## config.mk

```make
export PLATFORM = sky130hd
export DESIGN_NAME = spindle_ctrl
export DESIGN_NICKNAME = d
export VERILOG_FILES = /design/src/rtl/spindle_ctrl.sv
export SDC_FILE = /design/constraint.sdc
export NUM_CORES = 1
export LEC_CHECK = 0
export ABC_AREA = 1
export BUFFER_PORTS_ARGS = -buffer_cell sky130_fd_sc_hd__buf_2
export CAP_MARGIN = 25
export CORE_MARGIN = 4
export CORE_UTILIZATION = 50
export CTS_BUF_LIST = sky130_fd_sc_hd__clkbuf_4 sky130_fd_sc_hd__clkbuf_8 sky130_fd_sc_hd__clkbuf_16
export DETAILED_ROUTE_END_ITERATION = 8
export GPL_TIMING_DRIVEN = 1
export PLACE_DENSITY = 0.76
export SYNTH_ARGS = -nofsm -noshare
export SYNTH_HDL_FRONTEND = slang
export SYNTH_SLANG_ARGS = --single-unit
```

## constraint.sdc

```tcl
create_clock -name clk -period 5.1 [get_ports clk]
set_clock_uncertainty 0.2 [all_clocks]
set_input_delay 0 -clock clk [delete_from_list [all_inputs] [get_ports clk]]
set_output_delay 0 -clock clk [all_outputs]
set_load 0.005 [all_outputs]
```

## src/rtl/spindle_ctrl.sv

```systemverilog
module spindle_ctrl #(
  parameter int unsigned INSERT_CYC   = 25_000_000,
  parameter int unsigned SPINUP_CYC   = 50_000_000,
  parameter int unsigned SPINDOWN_CYC = 500_000_000
) (
  input  logic       clk,
  input  logic       rst,
  input  logic       media_insert_i,
  input  logic       cmd_valid_i,
  input  logic [7:0] cmd_opcode_i,
  input  logic       sector_done_i,
  output logic       ready_o,
  output logic       spinning_o,
  output logic       not_ready_o
);
  localparam int unsigned MAX_A  = (INSERT_CYC > SPINUP_CYC) ? INSERT_CYC : SPINUP_CYC;
  localparam int unsigned MAX_T  = (MAX_A > SPINDOWN_CYC) ? MAX_A : SPINDOWN_CYC;
  localparam int unsigned CNT_W  = $clog2(MAX_T + 1);
  localparam logic [CNT_W-1:0] INS_LOAD  = CNT_W'(INSERT_CYC - 1);
  localparam logic [CNT_W-1:0] UP_LOAD   = CNT_W'(SPINUP_CYC - 1);
  localparam logic [CNT_W-1:0] DOWN_LOAD = CNT_W'(SPINDOWN_CYC - 1);

  typedef enum logic [1:0] {ST_DOWN, ST_SETTLE, ST_SPINUP, ST_SPIN} spin_state_e;

  spin_state_e      state;
  logic             media;
  logic [CNT_W-1:0] timer;
  logic             media_cmd;
  logic             expired;

  always_comb begin
    case (cmd_opcode_i)
      8'h00, 8'h03, 8'h15, 8'h1A, 8'h55, 8'h5A: media_cmd = 1'b0;
      default:                                  media_cmd = 1'b1;
    endcase
  end

  assign expired = (timer == '0);

  always_ff @(posedge clk) begin
    if (rst) begin
      state <= ST_DOWN;
      media <= 1'b0;
      timer <= '0;
    end else if (media_insert_i) begin
      state <= ST_SETTLE;
      media <= 1'b1;
      timer <= INS_LOAD;
    end else begin
      case (state)
        ST_DOWN: begin
          if (cmd_valid_i && media_cmd && media) begin
            state <= ST_SPINUP;
            timer <= UP_LOAD;
          end
        end
        ST_SETTLE: begin
          if (expired) begin
            state <= ST_SPINUP;
            timer <= UP_LOAD;
          end else begin
            timer <= timer - 1'b1;
          end
        end
        ST_SPINUP: begin
          if (expired) begin
            state <= ST_SPIN;
            timer <= DOWN_LOAD;
          end else begin
            timer <= timer - 1'b1;
          end
        end
        default: begin
          if (sector_done_i) timer <= DOWN_LOAD;
          else if (expired)  state <= ST_DOWN;
          else               timer <= timer - 1'b1;
        end
      endcase
    end
  end

  assign ready_o     = (state == ST_SPIN);
  assign spinning_o  = (state == ST_SPIN) || (state == ST_SPINUP);
  assign not_ready_o = cmd_valid_i && media_cmd && (state != ST_SPIN);
endmodule

```

==> results summary <==
The run finished with clean final reports. CTS placed an instance of clkbuf_8 at the clock tree root. After Yosys synthesis, full adders, half adders and majority gates account for approximately 2.6% of the synthesized area. STA classifies the critical path endpoint as a register. The clock tree synthesis step divided the H-tree into 2 levels. After detailed routing, the total wire length is 8.55 mm. The residual antenna-violating net count after detailed routing is 0. At the worst endpoint, the arrival time is 2.63 ns.

The setup TNS after final layout came out at 0 ns. The first global-routing pass estimated around 14 mm of wire. After synthesis, the largest family of logic cells by area is simple AND/OR/NAND/NOR gates.

The fraction of the yosys area taken by sequential cells came out at between 20 and 25%. The pin count of the biggest net entering global routing came out at 23. The most numerous cell type found on the critical path is nor2_1. Across all hold checks on the routed design, the worst slack comes to between 0.04 and 0.05 ns. The starting density of the core is between 50% and 60%. The simple logic cell fraction of the synthesized area came out at between 50% and 60%.

The sequential cell area is approximately 640 µm². The startpoint of the most critical register-to-register path is state[1]. The die outline height is between 80 and 90 µm. The number of hold violations in the final report came out at 0. The core utilization of the finished layout is 56.7%. The number of port buffers came out at 15.

The initial antenna violation count came out at 0. For the pin with the worst max-slew slack, the measured transition is approximately 0.66 ns. The total number of nets in the final design is about 560. The CTS sink count is 32. The area of the die came out at around 0.0072 mm².

The antenna diode count came out at 0. Hold repair after CTS inserted 3 buffers. In this run the worst hold path is classified as in -> reg. The quantity of gates resized following cts is 0. The number of failing setup endpoints in the final timing report is 0. The parity-gate share of the synthesized area counting xor and xnor cells came out at 2.38%. The smallest clock period supported by the final layout is computed as approximately 2.6 ns. In the routed layout, each cell is associated on average with a via count of 5.33. The fraction of layout cells with a size suffix above 1 is 10.4%. The first detailed-routing pass ran for 5 iterations. The highest ir drop seen on vdd is 0.161 mV. The cell area that synthesis handed to floorplanning was approximately 0.0029 mm².

For this run the aggregate overflow at the end of global routing stands at 0. Traced cell by cell, the critical path runs through ha_1, inv_1, nor2_1, nand3_1, nand2_1, inv_1, nand2_1, nor2_1, nor2_1. The fraction of synthesized area in multiplexers came out at 0%.

For this run, design rule violations remaining after detail routing come to 0. The register clock-pin slew on the reported worst setup and hold paths came out at around 0.07 ns. The data required time of the worst path is ~5.1 ns.

The count of fill cells added during filler insertion is 574. The net count of the mapped netlist is 543. Setup repair after global routing left no endpoint under its margin.

The aggregate global-route resource usage is around a quarter. The critical path is of the reg -> reg type. The placed cell area came out at just over 0.003 mm². The worst slew margin relative to its limit is ~56%.

The die is 84.7 µm wide. The clock latency reported for the late side of the worst-skew pair came out at around 0.29 ns. The count of maximum capacitance violations is 0. The placer congestion estimate is between 1 and 1.5. The via count of the first global-routing pass came out at just over 3,000.

The critical path starts at state[1]. The startpoint of the tightest hold check path is sector_done_i. The number of buffers added by the clock tree synthesis step is 5. After floorplanning, the core was sized to cover around 0.0056 mm². The post-CTS repair timing setup buffer count came out at 0. The CTS tree is built. The timing-limited maximum frequency is about 390 MHz. The maximum root-to-sink buffer count is 2. The final cycle utilization of the critical path is 50.9%.

The synthesis-to-layout area growth came out at 8.13%. The synthesized flop and latch total is 32. The biggest cell delay along the critical path came out at 0.59 ns. Synthesis instantiated 32 different standard cells from the library.

The Yosys warning count is 0. The number of DRC markers after the initial detailed-route iteration is roughly 270. STA classifies the critical path startpoint as a register. The compound-cell area share of the yosys netlist came out at 8.81%. Summed over all cells, the static leakage comes to ~0.0017 µW. 16 I/O pins were placed. Detailed placement finished with a half-perimeter wire length of ~6.5 mm. The highest-delay cell along the critical path is ha_1. The post-route standard cell area excluding fillers came out at 0.00318 mm². In the final routed layout, each cell accounts on average for 14.0 µm. Dividing the synthesized area by the synthesized cell count gives around 5.6 µm². Along the worst path, the maximum fanout reaches 19. The dominant delay contributor by cell family on the critical path is simple AND/OR/NAND/NOR gates. The number of instances in the synthesized netlist came out at around 520. The worst path buffer plus inverter count is 2. The power density over the cells is about 280 mW/mm². In the final layout, the multi-input gates occupy around 0.0020 mm².

The max-slew violation count was 0. The placement row count came out at 27. The detailed-route via count is 3,264.
worst min-delay path, cell delays in order:
cell	delay, ns
buf_2	0.18
o21ai_0	0.17
a21oi_1	0.06
nor2_1	0.09
flip-flops by register name, summed over array words and instances (netlist names):
signal  count
timer      29
media       1
state       2
where the power goes:
group	switching, µW	total [µW]	internal, µW
clock	101	222	120
combinational	237	347	110
sequential	31.7	308	277
total	370	877	507
cell usage after synthesis, drive strengths merged:
| master | number | area (µm²) |
|---|---|---|
| nor3 | 2 | 10.0 |
| clkbuf | 7 | 26.3 |
| buf | 3 | 33.8 |
| ha | 6 | 75.1 |
| and2 | 3 | 18.8 |
| or2 | 1 | 6.26 |
| inv | 66 | 248 |
| o211ai | 1 | 7.51 |
| nand2 | 171 | 682 |
| o21a | 1 | 7.51 |
| clkinv | 2 | 7.51 |
| nand4 | 9 | 71.3 |
| dfxtp | 32 | 641 |
| xor2 | 6 | 52.6 |
| xnor2 | 2 | 17.5 |
| o21ai | 24 | 143 |
| nand3 | 52 | 275 |
| nand3b | 3 | 22.5 |
| a21boi | 1 | 7.51 |
| nor2 | 114 | 493 |
| a21oi | 18 | 93.8 |
per-stage QoR:
step                total power, µW  instances  setup WS, ns
floorplan                       575        524          3.17
global placement                645        601          2.63
detailed placement              650        602          2.60
CTS                             874        612          2.57
global route                    941        612          2.28
finish                          877        612          2.50
cell families after synthesis:
| kind of cell | after synthesis |
|---|---|
| AOI/OAI and AO/OA | 45 |
| xor gates and xnor gates | 8 |
| adders and majority gates | 6 |
| buffers and inverters | 78 |
| DFF | 32 |
| and+or+nand+nor | 355 |
placed cells by master, fill, tap and decap left out, drive strengths merged:
| cell type | instances |
|---|---|
| nand3 | 52 |
| xnor2 | 2 |
| nand3b | 3 |
| xor2 | 6 |
| clkinv | 2 |
| inv | 66 |
| nor3 | 2 |
| nand4 | 9 |
| nand2 | 171 |
| o21a | 1 |
| or2 | 1 |
| buf | 16 |
| o211ai | 1 |
| o21ai | 24 |
| ha | 6 |
| nor2 | 114 |
| and2 | 3 |
| dlygate4sd3 | 3 |
| clkbuf | 7 |
| a21boi | 1 |
| dfxtp | 32 |
| a21oi | 18 |
layout make-up:
cell class,count,area share (%)
Inverter,68,8.03
Tap cell,72,2.83
Timing Repair Buffer,19,3.54
Clock buffer,7,3.03
Multi-Input combinational cell,414,62.4
Sequential cell,32,20.2
worst paths after layout:
check	to	slack, ns	cells past startpoint
worst max-delay path	timer[20]	2.50	9
worst min-delay path	timer[11]	0.05	4
worst max register to register	timer[20]	2.50	9
worst min register to register	timer[0]	0.34	3
metal layers:
| metal | GRT usage (%) | up-vias | part of all wire (%) |
|---|---|---|---|
| met5 | 0 | - | 0 |
| met4 | 10.2 | 0 | 2.7 |
| met3 | 4.02 | 28 | 8.4 |
| met2 | 41.4 | 149 | 46 |
| met1 | 31.3 | 1420 | 43 |
| li1 | - | 1667 | - |
Note: power is estimated with default switching activity, not from simulation.
